<file path="src/rtl/intr_pkg.sv">
// Package: shared offsets and the register-select type of the interrupt controller.
// Assumes byte offsets on a 32-bit register bus; software decodes these offsets, so they are fixed.
package intr_pkg;

    localparam logic [7:0] OFS_PEND_NORM = 8'h00;
    localparam logic [7:0] OFS_RAW       = 8'h04;
    localparam logic [7:0] OFS_EN_SET    = 8'h08;
    localparam logic [7:0] OFS_EN_CLR    = 8'h0C;
    localparam logic [7:0] OFS_ROUTE     = 8'h14;
    localparam logic [7:0] OFS_PEND_FAST = 8'h18;
    localparam logic [7:0] OFS_TDATA     = 8'h1C;
    localparam logic [7:0] OFS_TSEL      = 8'h20;
    localparam logic [7:0] OFS_POLARITY  = 8'h24;

    typedef enum logic [3:0] {
        RS_NONE,
        RS_PEND_NORM,
        RS_RAW,
        RS_EN_SET,
        RS_EN_CLR,
        RS_ROUTE,
        RS_PEND_FAST,
        RS_TDATA,
        RS_TSEL,
        RS_POLARITY
    } reg_sel_e;

    // Map a byte offset to a register selector; anything unlisted is RS_NONE.
    function automatic reg_sel_e decode_ofs(input logic [7:0] ofs);
        case (ofs)
            OFS_PEND_NORM: return RS_PEND_NORM;
            OFS_RAW:       return RS_RAW;
            OFS_EN_SET:    return RS_EN_SET;
            OFS_EN_CLR:    return RS_EN_CLR;
            OFS_ROUTE:     return RS_ROUTE;
            OFS_PEND_FAST: return RS_PEND_FAST;
            OFS_TDATA:     return RS_TDATA;
            OFS_TSEL:      return RS_TSEL;
            OFS_POLARITY:  return RS_POLARITY;
            default:       return RS_NONE;
        endcase
    endfunction

endpackage

</file>
<file path="src/rtl/intr_sync.sv">
// Module: multi-stage flop synchroniser for a vector of level signals.
// Assumes each bit is an independent slow level; no bus coherency is needed across bits.
module intr_sync #(
    parameter int unsigned WIDTH  = 10,
    parameter int unsigned STAGES = 2
) (
    input  logic             clk,
    input  logic             rst_n,
    input  logic [WIDTH-1:0] din,
    output logic [WIDTH-1:0] dout
);

    logic [WIDTH-1:0] stg_q [STAGES];

    // First stage samples the asynchronous input.
    always_ff @(posedge clk) begin
        if (!rst_n) stg_q[0] <= '0;
        else        stg_q[0] <= din;
    end

    for (genvar s = 1; s < STAGES; s++) begin : g_stage
        // Each further stage re-samples the previous one.
        always_ff @(posedge clk) begin
            if (!rst_n) stg_q[s] <= '0;
            else        stg_q[s] <= stg_q[s-1];
        end
    end

    assign dout = stg_q[STAGES-1];

endmodule

</file>
<file path="src/rtl/intr_regs.sv">
// Module: register file of the interrupt controller: enable set/clear, routing,
// polarity, test data, test select, and the registered read-data mux.
// Assumes bus inputs are stable at the rising edge; a read returns data one cycle later.
module intr_regs #(
    parameter int unsigned N_SRC  = 10,
    parameter int unsigned DATA_W = 32,
    parameter int unsigned ADDR_W = 8
) (
    input  logic              clk,
    input  logic              rst_n,
    input  logic              bus_sel,
    input  logic              bus_wr,
    input  logic [ADDR_W-1:0] bus_addr,
    input  logic [DATA_W-1:0] bus_wdata,
    output logic [DATA_W-1:0] bus_rdata,
    input  logic [N_SRC-1:0]  raw_stat,
    input  logic [N_SRC-1:0]  pend_norm,
    input  logic [N_SRC-1:0]  pend_fast,
    output logic [N_SRC-1:0]  en_q,
    output logic [N_SRC-1:0]  route_q,
    output logic [N_SRC-1:0]  pol_q,
    output logic [N_SRC-1:0]  tdata_q,
    output logic [N_SRC-1:0]  tsel_q
);
    import intr_pkg::*;

    localparam int unsigned PAD_W = DATA_W - N_SRC;

    reg_sel_e         sel;
    logic [N_SRC-1:0] wd;
    logic             wr_hit;
    logic [N_SRC-1:0] rd_val;

    // Decode the offset and keep only the source bits of the write data.
    assign sel    = decode_ofs(bus_addr);
    assign wd     = bus_wdata[N_SRC-1:0];
    assign wr_hit = bus_sel && bus_wr;

    if (PAD_W > 0) begin : g_unused
        logic unused_hi;
        assign unused_hi = ^bus_wdata[DATA_W-1:N_SRC];
    end

    // Enable mask changes only through the set and clear offsets.
    always_ff @(posedge clk) begin
        if (!rst_n)                          en_q <= '0;
        else if (wr_hit && sel == RS_EN_SET) en_q <= en_q | wd;
        else if (wr_hit && sel == RS_EN_CLR) en_q <= en_q & ~wd;
    end

    // Plain read/write configuration registers.
    always_ff @(posedge clk) begin
        if (!rst_n) begin
            route_q <= '0;
            pol_q   <= '0;
            tdata_q <= '0;
            tsel_q  <= '0;
        end else if (wr_hit) begin
            if (sel == RS_ROUTE)    route_q <= wd;
            if (sel == RS_POLARITY) pol_q   <= wd;
            if (sel == RS_TDATA)    tdata_q <= wd;
            if (sel == RS_TSEL)     tsel_q  <= wd;
        end
    end

    // Select the source-wide read value for the addressed register.
    always_comb begin
        case (sel)
            RS_PEND_NORM:        rd_val = pend_norm;
            RS_RAW:              rd_val = raw_stat;
            RS_EN_SET, RS_EN_CLR: rd_val = en_q;
            RS_ROUTE:            rd_val = route_q;
            RS_PEND_FAST:        rd_val = pend_fast;
            RS_TDATA:            rd_val = tdata_q;
            RS_TSEL:             rd_val = tsel_q;
            RS_POLARITY:         rd_val = pol_q;
            default:             rd_val = '0;
        endcase
    end

    // Register the read data, zero-extended to the bus width.
    always_ff @(posedge clk) begin
        if (!rst_n)                  bus_rdata <= '0;
        else if (bus_sel && !bus_wr) bus_rdata <= DATA_W'(rd_val);
    end

    // set-port bits written as 1 are enabled afterwards.
    assert_set_bits_R3: assert property (@(posedge clk) disable iff (!rst_n)
        (wr_hit && sel == RS_EN_SET) |=> ((en_q & $past(wd)) == $past(wd)));

    // set-port bits written as 0 keep their previous enable value.
    assert_set_keep_R3: assert property (@(posedge clk) disable iff (!rst_n)
        (wr_hit && sel == RS_EN_SET) |=> ((en_q & ~$past(wd)) == ($past(en_q) & ~$past(wd))));

    // clear-port bits written as 1 are disabled afterwards.
    assert_clr_bits_R4: assert property (@(posedge clk) disable iff (!rst_n)
        (wr_hit && sel == RS_EN_CLR) |=> ((en_q & $past(wd)) == '0));

    // a write to a status offset leaves the enable mask unchanged.
    assert_ro_write_R10: assert property (@(posedge clk) disable iff (!rst_n)
        (wr_hit && (sel == RS_PEND_NORM || sel == RS_RAW || sel == RS_PEND_FAST))
        |=> (en_q == $past(en_q)));

endmodule

</file>
<file path="src/rtl/intr_route.sv">
// Module: source selection, polarity, masking and routing onto the two request outputs.
// Assumes the synchronised inputs and the configuration are already in the clk domain.
module intr_route #(
    parameter int unsigned N_SRC = 10
) (
    input  logic             clk,
    input  logic             rst_n,
    input  logic [N_SRC-1:0] sync_src,
    input  logic [N_SRC-1:0] tdata,
    input  logic [N_SRC-1:0] tsel,
    input  logic [N_SRC-1:0] pol,
    input  logic [N_SRC-1:0] en,
    input  logic [N_SRC-1:0] route,
    output logic [N_SRC-1:0] raw_stat,
    output logic [N_SRC-1:0] pend_norm,
    output logic [N_SRC-1:0] pend_fast,
    output logic             irq_o,
    output logic             fiq_o
);

    for (genvar i = 0; i < N_SRC; i++) begin : g_src
        // Per source: choose the test or real input, then apply the polarity.
        assign raw_stat[i] = (tsel[i] ? tdata[i] : sync_src[i]) ^ pol[i];
    end

    // Mask with the enables and split by the routing bits.
    assign pend_norm = raw_stat & en & ~route;
    assign pend_fast = raw_stat & en &  route;

    // Register the two request outputs.
    always_ff @(posedge clk) begin
        if (!rst_n) begin
            irq_o <= 1'b0;
            fiq_o <= 1'b0;
        end else begin
            irq_o <= |pend_norm;
            fiq_o <= |pend_fast;
        end
    end

    // with nothing enabled in the previous cycle, both outputs are low.
    assert_quiet_R6: assert property (@(posedge clk) disable iff (!rst_n)
        ($past(en) == '0) |-> (!irq_o && !fiq_o));

    // with every source routed fast in the previous cycle, the normal output is low.
    assert_all_fast_R5: assert property (@(posedge clk) disable iff (!rst_n)
        ($past(route) == '1) |-> !irq_o);

    // with every source routed normal in the previous cycle, the fast output is low.
    assert_all_norm_R5: assert property (@(posedge clk) disable iff (!rst_n)
        ($past(route) == '0) |-> !fiq_o);

endmodule

</file>
<file path="src/rtl/intr_ctrl.sv">
// Module: top of the ten-source level interrupt controller.
// Assumes src_i are asynchronous levels and the register bus is synchronous to clk.
module intr_ctrl #(
    parameter int unsigned N_SRC       = 10,
    parameter int unsigned DATA_W      = 32,
    parameter int unsigned ADDR_W      = 8,
    parameter int unsigned SYNC_STAGES = 2
) (
    input  logic              clk,
    input  logic              rst_n,
    input  logic [N_SRC-1:0]  src_i,
    input  logic              bus_sel,
    input  logic              bus_wr,
    input  logic [ADDR_W-1:0] bus_addr,
    input  logic [DATA_W-1:0] bus_wdata,
    output logic [DATA_W-1:0] bus_rdata,
    output logic              irq_o,
    output logic              fiq_o
);

    logic [N_SRC-1:0] sync_src;
    logic [N_SRC-1:0] raw_stat, pend_norm, pend_fast;
    logic [N_SRC-1:0] en_q, route_q, pol_q, tdata_q, tsel_q;

    intr_sync #(.WIDTH(N_SRC), .STAGES(SYNC_STAGES)) u_sync (
        .clk   (clk),
        .rst_n (rst_n),
        .din   (src_i),
        .dout  (sync_src)
    );

    intr_regs #(.N_SRC(N_SRC), .DATA_W(DATA_W), .ADDR_W(ADDR_W)) u_regs (
        .clk       (clk),
        .rst_n     (rst_n),
        .bus_sel   (bus_sel),
        .bus_wr    (bus_wr),
        .bus_addr  (bus_addr),
        .bus_wdata (bus_wdata),
        .bus_rdata (bus_rdata),
        .raw_stat  (raw_stat),
        .pend_norm (pend_norm),
        .pend_fast (pend_fast),
        .en_q      (en_q),
        .route_q   (route_q),
        .pol_q     (pol_q),
        .tdata_q   (tdata_q),
        .tsel_q    (tsel_q)
    );

    intr_route #(.N_SRC(N_SRC)) u_route (
        .clk       (clk),
        .rst_n     (rst_n),
        .sync_src  (sync_src),
        .tdata     (tdata_q),
        .tsel      (tsel_q),
        .pol       (pol_q),
        .en        (en_q),
        .route     (route_q),
        .raw_stat  (raw_stat),
        .pend_norm (pend_norm),
        .pend_fast (pend_fast),
        .irq_o     (irq_o),
        .fiq_o     (fiq_o)
    );

endmodule

</file>
<file path="config.mk">
export PLATFORM = sky130hd
export DESIGN_NAME = intr_ctrl
export DESIGN_NICKNAME = d
export VERILOG_FILES = /design/src/rtl/intr_pkg.sv /design/src/rtl/intr_sync.sv /design/src/rtl/intr_regs.sv /design/src/rtl/intr_route.sv /design/src/rtl/intr_ctrl.sv
export SDC_FILE = /design/constraint.sdc
export NUM_CORES = 1
export LEC_CHECK = 0
export CAP_MARGIN = 10
export CORE_MARGIN = 3
export CORE_UTILIZATION = 52
export DETAILED_ROUTE_END_ITERATION = 6
export GPL_TIMING_DRIVEN = 0
export PLACE_DENSITY = 0.82
export REMOVE_ABC_BUFFERS = 1
export SETUP_SLACK_MARGIN = 0.4
export SYNTH_ARGS = -nofsm -noshare
export SYNTH_HDL_FRONTEND = slang
export SYNTH_HIERARCHICAL = 1
export SYNTH_SLANG_ARGS = --single-unit
</file>
<file path="constraint.sdc">
create_clock -name clk -period 2.6 [get_ports clk]
set_input_delay 0.26 -clock clk [delete_from_list [all_inputs] [get_ports clk]]
set_output_delay 0.26 -clock clk [all_outputs]
set_load 0.05 [all_outputs]
</file>
==> qor.yml, run 1 <==
whs_ns: 0.421
critical_path_required_ns: 2.89
ys_seq_area_share_pct: 37.6
synth_flop_cell: "dfxtp_1"
fin_nets: 526
dr.pass1.iters: 5
synth_compound_area_share_pct: 9.17
yosys.cell_count.top_type: "dfxtp_1"
final_cell_area_mm2: 0.00513
min_path_type: "input port to register"
cts_sinks: 82
crit_arrival_ns: 2.52
boundaryPins: 88
die_area_mm2: 0.00954
dp_cells: 558
cellPowerDensity_mw_per_mm2: 497
clock_latency_ns: 0.37
synthTopCellsByCount: "82 x dfxtp_1, 75 x mux2i_1, 44 x nor2b_1"
cts_tree: "done"
route.detailed.drc: 0
postRouteWirelength_mm: 10.5
tns_ns: 0
area_delta_synth_final_pct: 17.5
synthAdderAreaFrac_pct: 0
ff2ff_path_depth: 7
crit_chain: "dlygate4sd2_1, or3_1, nor3_2, a22oi_1, o21ai_0"
slowest_delay_ns: 0.68
drtIter0Drc: 388
gp_congestion: 0.820
grt_pass1_vias: 3148
track_usage_pct: 21.4
seqCellArea_mm2: 0.00165
path_delay_family: "simple AND/OR/NAND/NOR gates"
final_util_pct: 64.7
cts-buffers-inserted: 9
via_per_inst: 5.94
worstHoldStart: "rst_n"
cts_buffer_depth: 2
synth_top_family_by_area: "multiplexers"
start_util_pct: 55.1
max_freq_mhz: 449
antenna_cells: 0
maxCapViolCount: 0
synth-edff-count: 0
yosysTopAreaCell: "dfxtp_1"
synth_mux_area_share_pct: 23.0
fin_crit_ns: 2.23
htree_levels: 3
layout-drive-gt1-share_pct: 15.1
wl_per_cell_um: 18.1
synthArstFlopShare_pct: 0
cp-end-kind: "register"
r2r_slack_ns: 0.40
gr-total-overflow: 0
slew_violations: 0
grt_first_pass_wirelength_mm: 16.1
status: "completed"
hold_buffers: 0
placed_cell_area_mm2: 0.00480
worst-path-buf-inv: 1
cp_max_fo: 14
rows: 32
synth.area.top_cells: "dfxtp_1 38%, mux2i_1 17%, nor2b_1 6.3%, mux4_2 4.6%, buf_4 4.0%"
yosysUniqueCellTypes: 49
io_buffer_count: 43
multiInputGateArea_mm2: 0.00258
ant_nets: 0
critPathSlowestCell: "nor3_2"
final.period_utilization_pct: 85.6
coreArea_mm2: 0.00793
critPathKind: "input port to register"
place_hpwl_mm: 7.03
netlist_area_mm2: 0.00437
yosys.area_share.simple_pct: 21.0
synth_top_area_share_pct: 37.6
critPathLaunchType: "input port"
hold_depth: 3
chipWidth_um: 97.7
finalHoldViolations: 0
cts_root_buf: "clkbuf_8"
fin_cells: 579
synth-xor-area-share_pct: 2.01
synth_seq_cells: 82
synthCells: 432
vias: 3437
yosys_warnings: 6
clk_pin_slew_ns: 0.08
vdd_drop_max_v: 0.000328
setup_viol: 0
cellLeakagePower_nw: 1.90
rsz0062_at_grt: "yes"
slew_headroom_pct: 35.9
worstMarginPinSlew_ns: 0.959
grt_max_degree: 39
rr_startpoint: "u_regs/tsel_q[8]"
grt_antenna_before_repair: 0
die_h_um: 97.7
postSynthAreaPerCell_um2: 10.1
timing.rr.end: "u_regs/bus_rdata[8]"
fillers: 643
fin_skew_ns: 0.0153
[layout by cell type, fill, tap and decap left out, types with 10 or more instances in the layout]
cell type | netlist | layout
a32oi_1 | 14 | 14
conb_1 | 1 | 22
nand2_1 | 25 | 25
and2_1 | 18 | 18
o21ai_0 | 10 | 10
mux2i_1 | 75 | 74
and2_2 | 11 | 11
nor2b_1 | 44 | 44
clkdlybuf4s50_1 | 0 | 39
nand3b_1 | 10 | 10
dfxtp_1 | 82 | 81
[worst max path at each step]
stage | to | start | cells past startpoint | slack, ns
2_1_floorplan | u_regs/tsel_q[0] | bus_addr[1] | 4 | -0.30
3_5_place_dp | u_regs/pol_q[0] | bus_addr[2] | 5 | -0.82
3_3_place_gp | u_regs/tsel_q[4] | bus_addr[3] | 5 | -2.15
6_report | u_regs/bus_rdata[5] | bus_addr[5] | 5 | 0.37
4_1_cts | u_regs/tsel_q[8] | bus_addr[1] | 6 | 0.33
5_1_grt | u_regs/bus_rdata[7] | bus_addr[5] | 5 | 0.30
[cells by family after synthesis]
kind of cell / count (synthesis)
AOI/OAI and AO/OA: 52
xor gates and xnor gates: 10
buffers and inverters: 52
DFF: 82
muxes: 88
other: 1
and+or+nand+nor: 147
[per-layer routing]
metal	vias to the layer above	track usage, %	share of wire (%)
met5	-	0	0
met3	27	4.16	8.7
met2	187	33.7	46
met4	0	10.3	2.4
li1	1587	-	-
met1	1636	28.1	43
[timing repair]
item / CTS / global route
setup buffers: 0 / 5
gates resized for setup: 15 / 8
pin swaps: 1 / 6
endpoints found under the setup margin: 59 / 42
[where the power goes]
part / leakage [nW] / internal, mW / total, mW / switching, mW
Combinational: 1.13 / 0.0916 / 0.258 / 0.166
Sequential: 0.665 / 1.27 / 1.27 / 0.00419
Clock: 0.105 / 0.538 / 1.02 / 0.483
[area by class of cell]
type	count	share of cell area (%)
clock buffers	9	2.41
clock inverters	7	1.83
inverters	6	0.463
multi-input cells	319	50.4
flip-flops and latches	82	32.1
well taps	102	2.49
repair buffers	54	10.4
[stage by stage]
stage | power [mW] | setup slack [ns]
2_1_floorplan | 1.44 | -0.301
3_3_place_gp | 1.55 | -2.15
3_5_place_dp | 1.55 | -0.825
4_1_cts | 2.56 | 0.326
5_1_grt | 2.64 | 0.297
6_report | 2.55 | 0.374
[tightest hold or removal path, delay by kind of cell]
| family | cells | cell delay, ns |
|---|---|---|
| buffers and inverters | 1 | 0.28 |
| AND/OR/NAND/NOR | 1 | 0.14 |
| multiplexers | 1 | 0.06 |
No activity file was read; power rests on OpenSTA's default activity.
==> run 2, diff against run 1 <==
HOLD_SLACK_MARGIN = 0.08   (was unset)
MAX_ROUTING_LAYER = met4   (was unset)
==> qor.yml, run 2 (same netlist as run 1, synthesis figures left out) <==
power_frac_seq_pct: 49.9  # about the same
clkPwrFrac_pct: 40.0  # about the same
route.detailed.drc: 0  # unchanged
rsz0062_at_grt: "yes"  # unchanged
grt_antenna_before_repair: 0  # unchanged
htree_levels: 3  # unchanged
slew_violations: 0  # unchanged
critical_path_required_ns: 2.89  # about the same
wl_per_cell_um: 18.1  # about the same
layout_common_cells: "81 x dfxtp_1, 74 x mux2i_1, 44 x nor2b_1, 39 x clkdlybuf4s50_1, 25 x nand2_1"  # unchanged
cts-buffers-inserted: 9  # unchanged
use_met3_pct: 4.16  # unchanged
critPathKind: "input port to register"  # unchanged
rr_startpoint: "u_regs/tsel_q[8]"  # unchanged
grtUsageMet1_pct: 28.3  # was 28.1%
cellPowerDensity_mw_per_mm2: 497  # about the same
fin_crit_ns: 2.19  # was 2.23 ns
die_area_mm2: 0.00954  # unchanged
grt_busiest_layer: "met2"  # unchanged
dp_cells: 558  # unchanged
hold_buffers: 0  # unchanged
clock_latency_ns: 0.36  # was 0.37 ns
track_usage_pct: 22.0  # was 21.4%
gr-total-overflow: 0  # unchanged
vdd_drop_max_v: 0.000330  # was 0.000328 V
fillers: 643  # unchanged
coreArea_mm2: 0.00793  # unchanged
cp_max_fo: 14  # unchanged
cts_sinks: 82  # unchanged
pre_cts_ws_ns: -0.825  # unchanged
boundaryPins: 88  # unchanged
dr.pass1.iters: 5  # unchanged
ant_nets: 0  # unchanged
finalHoldViolations: 0  # unchanged
post-route-worst-setup-slack_ns: 0.407  # was 0.374 ns
p_int_mw: 1.90  # about the same
fin_skew_ns: 0.0131  # was 0.0153 ns
slew_headroom_pct: 36.6  # was 35.9%
place_hpwl_mm: 7.03  # unchanged
swShare_pct: 25.5  # was 25.6%
layout_commonest_cell: "dfxtp_1"  # unchanged
max_freq_mhz: 456  # was 449 MHz
rows: 32  # unchanged
layout-drive-gt1-share_pct: 15.1  # unchanged
io_buffer_count: 43  # unchanged
grt_use_met2_pct: 33.5  # was 33.7%
cellLeakagePower_nw: 1.90  # unchanged
gp_congestion: 0.832  # was 0.820
worstMarginPinSlew_ns: 0.950  # was 0.959 ns
min_path_type: "input port to register"  # unchanged
area_delta_synth_final_pct: 17.5  # unchanged
status: "completed"  # unchanged
worstHoldStart: "rst_n"  # unchanged
tns_ns: 0  # unchanged
via_per_inst: 5.97  # was 5.94
fin_nets: 526  # unchanged
grt_pass1_vias: 3137  # was 3148
postRouteWirelength_mm: 10.5  # about the same
crit_arrival_ns: 2.48  # was 2.52 ns
critPathLaunch: "bus_addr[5]"  # unchanged
vias: 3455  # was 3437
setup_viol: 0  # unchanged
start_util_pct: 55.1  # unchanged
clk_pin_slew_ns: 0.09  # was 0.08 ns
maxCapViolCount: 0  # unchanged
drtIter0Drc: 458  # was 388
grt_max_degree: 39  # unchanged
cts_root_buf: "clkbuf_8"  # unchanged
cts_tree: "done"  # unchanged
switching_power_mw: 0.651  # was 0.654 mW
antenna_cells: 0  # unchanged
cp-end-kind: "register"  # unchanged
final_util_pct: 64.7  # unchanged
fin_cells: 579  # unchanged
grt_first_pass_wirelength_mm: 16.1  # about the same
die_h_um: 97.7  # unchanged
p_comb_share_pct: 10.1  # about the same
chipWidth_um: 97.7  # unchanged
final.period_utilization_pct: 84.4  # was 85.6%
critPathLaunchType: "input port"  # unchanged
cts_buffer_depth: 2  # unchanged
-- run 2: cell counts in the layout (fill, tap and decap cells not counted) --
No cell type changed its count.
-- run 2: routing by layer --
metal | up-vias | share of wire (%)
met3 | 38 | 8.4
met1 | 1639 | 43
met5 | - | 0
met4 | 0 | 2.5
met2 | 194 | 46
li1 | 1584 | -
-- run 2: per-stage QoR --
| step | power, mW | hold slack (ns) | cell area [µm²] |
|---|---|---|---|
| finish | 2.55 | 0.426 | 5130 |
| global route | 2.64 | 0.455 | 5130 |
| CTS | 2.56 | 0.430 | 5060 |
| detailed placement | 1.55 | 0.417 | 4800 |
| global placement | 1.55 | 0.414 | 4720 |
| floorplan | 1.44 | 0.382 | 4160 |
-- run 2: power by group through the flow --
stage	logic [mW]	registers, mW	clock network [mW]
CTS	0.251	1.27	1.04
detailed placement	0.249	1.30	0
global placement	0.243	1.30	0
global route	0.273	1.27	1.09
finish	0.257	1.27	1.02
floorplan	0.139	1.30	0
-- run 2: layout make-up --
type / count / area [µm²] / area share, %
timing repair buffer: 54 / 533 / 10.4
inverter: 6 / 23.8 / 0.463
sequential: 82 / 1650 / 32.1
tap: 102 / 128 / 2.49
multi-input combinational: 319 / 2580 / 50.4
clock buffer: 9 / 124 / 2.41
clock inverter: 7 / 93.8 / 1.83
-- run 2: critical path, cell delays in order --
cell and delay, ns:
dlygate4sd2_1 0.48, or3_1 0.66, nor3_2 0.67, a22oi_1 0.21, o21ai_0 0.19
-- run 2: what timing repair did --
| item | CTS | global route |
|---|---|---|
| pin swaps | 1 | 6 |
| setup buffers | 0 | 5 |
| endpoints found under the setup margin | 59 | 41 |
| resized for setup | 15 | 8 |
-- run 2: path summary, 6_finish.rpt --
kind	slack, ns	depth (start not counted)	endpoint
setup / recovery	0.41	5	u_regs/bus_rdata[5]
setup reg to reg	0.41	7	u_regs/bus_rdata[8]
hold / removal	0.43	3	register
hold reg to reg	0.43	1	u_sync/stg_q[1][8]
==> run 3, diff against run 2 <==
clock period = 2.07 ns   (was 2.6 ns; I/O delays follow)
==> qor.yml, run 3 (same netlist as run 1, synthesis figures left out) <==
status: "finished with violations"  # was completed
violations: "negative setup slack"
critPathLaunch: "u_regs/tsel_q[8]"  # was bus_addr[5]
rr_startpoint: "u_regs/tsel_q[8]"  # unchanged
route.detailed.drc: 0  # unchanged
dr.pass1.iters: 6  # was 5
cts_sinks: 82  # unchanged
via_per_inst: 5.95  # was 5.97
fillers: 577  # was 643
power_frac_seq_pct: 49.4  # was 49.9%
cts_root_buf: "clkbuf_8"  # unchanged
clkPwrFrac_pct: 39.7  # was 40.0%
crit_arrival_ns: 2.40  # was 2.48 ns
cts_tree: "done"  # unchanged
pre_cts_ws_ns: -1.30  # was -0.825 ns
layout_commonest_cell: "dfxtp_1"  # unchanged
rows: 32  # unchanged
maxCapViolCount: 0  # unchanged
die_area_mm2: 0.00954  # unchanged
io_buffer_count: 43  # unchanged
drtIter0Drc: 324  # was 458
min_path_type: "input port to register"  # unchanged
ant_nets: 0  # unchanged
finalHoldViolations: 0  # unchanged
boundaryPins: 88  # unchanged
fin_crit_ns: 2.14
grt_max_degree: 39  # unchanged
max_freq_mhz: 468
clock_latency_ns: 0.36  # about the same
area_delta_synth_final_pct: 25.2  # was 17.5%
layout_common_cells: "72 x dfxtp_1, 64 x mux2i_1, 44 x nor2b_1, 25 x nand2_1, 23 x buf_4"  # was 81 x dfxtp_1, 74 x mux2i_1, 44 x nor2b_1, 39 x clkdlybuf4s50_1, 25 x nand2_1
critPathLaunchType: "register"  # was input port
htree_levels: 3  # unchanged
dp_cells: 558  # unchanged
p_int_mw: 2.39  # was 1.90 mW
hold_buffers: 0  # unchanged
setup_viol: 1  # was 0
antenna_cells: 0  # unchanged
chipWidth_um: 97.7  # unchanged
clk_pin_slew_ns: 0.09  # about the same
vdd_drop_max_v: 0.000414  # was 0.000330 V
layout-drive-gt1-share_pct: 25.5  # was 15.1%
cts_buffer_depth: 2  # unchanged
slew_violations: 0  # unchanged
gp_congestion: 0.832  # unchanged
grt_first_pass_wirelength_mm: 16.8  # was 16.1 mm
cellPowerDensity_mw_per_mm2: 590  # was 497 mW/mm²
worstMarginPinSlew_ns: 0.746  # was 0.950 ns
switching_power_mw: 0.831  # was 0.651 mW
start_util_pct: 55.1  # unchanged
vias: 3568  # was 3455
die_h_um: 97.7  # unchanged
gr-total-overflow: 0  # unchanged
rsz0062_at_grt: "yes"  # unchanged
cellLeakagePower_nw: 2.11  # was 1.90 nW
critical_path_required_ns: 2.33  # was 2.89 ns
wl_per_cell_um: 18.9  # was 18.1 µm
coreArea_mm2: 0.00793  # unchanged
track_usage_pct: 23.0  # was 22.0%
place_hpwl_mm: 7.03  # unchanged
slew_headroom_pct: 50.1  # was 36.6%
cp-end-kind: "register"  # unchanged
grt_pass1_vias: 3218  # was 3137
multiInputGateArea_mm2: 0.00275  # was 0.00258 mm²
cts-buffers-inserted: 9  # unchanged
fin_skew_ns: 0.0116  # was 0.0131 ns
grt_antenna_before_repair: 0  # unchanged
p_comb_share_pct: 10.9  # was 10.1%
fin_nets: 547  # was 526
swShare_pct: 25.8  # was 25.5%
worstHoldStart: "bus_addr[0]"  # was rst_n
final.period_utilization_pct: 103
post-route-worst-setup-slack_ns: -0.0670  # was 0.407 ns
fin_cells: 600  # was 579
cp_max_fo: 2  # was 14
seqCellArea_mm2: 0.00167  # was 0.00165 mm²
postRouteWirelength_mm: 11.3  # was 10.5 mm
power_mw: 3.22  # was 2.55 mW
critPathKind: "register to register"  # was input port to register
-- run 3: cell count changes in the layout (fill, tap and decap cells not counted), sizes merged --
cell,before,now
clkdlybuf4s18,1,0
buf,12,34
clkbuf,9,14
clkdlybuf4s50,39,22
or4,2,3
dlygate4sd2,1,12
-- run 3: critical path, stage by stage, from the launching register on --
cell,delay (ns)
dfxtp_4,0.37
mux2i_4,0.25
xnor2_2,0.09
and3_1,0.17
mux4_2,0.47
nor3b_4,0.17
a311o_1,0.30
a22o_1,0.22
-- run 3: path summary, 6_finish.rpt --
path,to,slack (ns),cells after the start
worst max-delay path,u_regs/bus_rdata[8],-0.07,7
worst min register to register,u_sync/stg_q[1][8],0.43,1
worst min-delay path,u_regs/bus_rdata[6],0.26,4
worst max register to register,u_regs/bus_rdata[8],-0.07,7
-- run 3: through the flow --
step	TNS [ns]	area, µm²	hold WS [ns]	utilization, %
6_report	-0.0670	5470	0.255	69.0
5_1_grt	-0.108	5470	0.282	69.0
4_1_cts	-0.0377	5170	0.284	65.2
3_5_place_dp	-54.58	4800	0.417	60.5
3_3_place_gp	-123.82	4720	0.414	59.5
2_1_floorplan	-11.36	4160	0.329	-
-- run 3: layout make-up --
cell class              count  share of cell area, %
clock buffers               9                   2.26
clock inverters             7                   1.72
inverters                   6                  0.435
multi-input cells         320                   50.2
flip-flops and latches     82                   30.6
well taps                 102                   2.33
repair buffers             74                   12.5
-- run 3: layer usage --
metal	global-route usage (%)	share of wire (%)	vias to the layer above
li1	-	-	1635
met1	29.8	41	1689
met2	35.6	48	205
met3	4.24	8.0	39
met4	9.16	3.1	0
met5	-	0	-
-- run 3: timing repair --
item                                    CTS  global route
gates resized for setup                  60            58
endpoints found under the setup margin   72            60
pin swaps                                10            14
gates cloned                              1             0
buffers inserted                         10            15
-- run 3: power groups by stage --
stage	Sequential (mW)	Clock [mW]	Combinational, mW
final	1.59	1.28	0.350
after detailed placement	1.64	0	0.312
after floorplan	1.64	0	0.174
after global routing	1.60	1.37	0.369
after CTS	1.60	1.30	0.323
after global placement	1.64	0	0.306
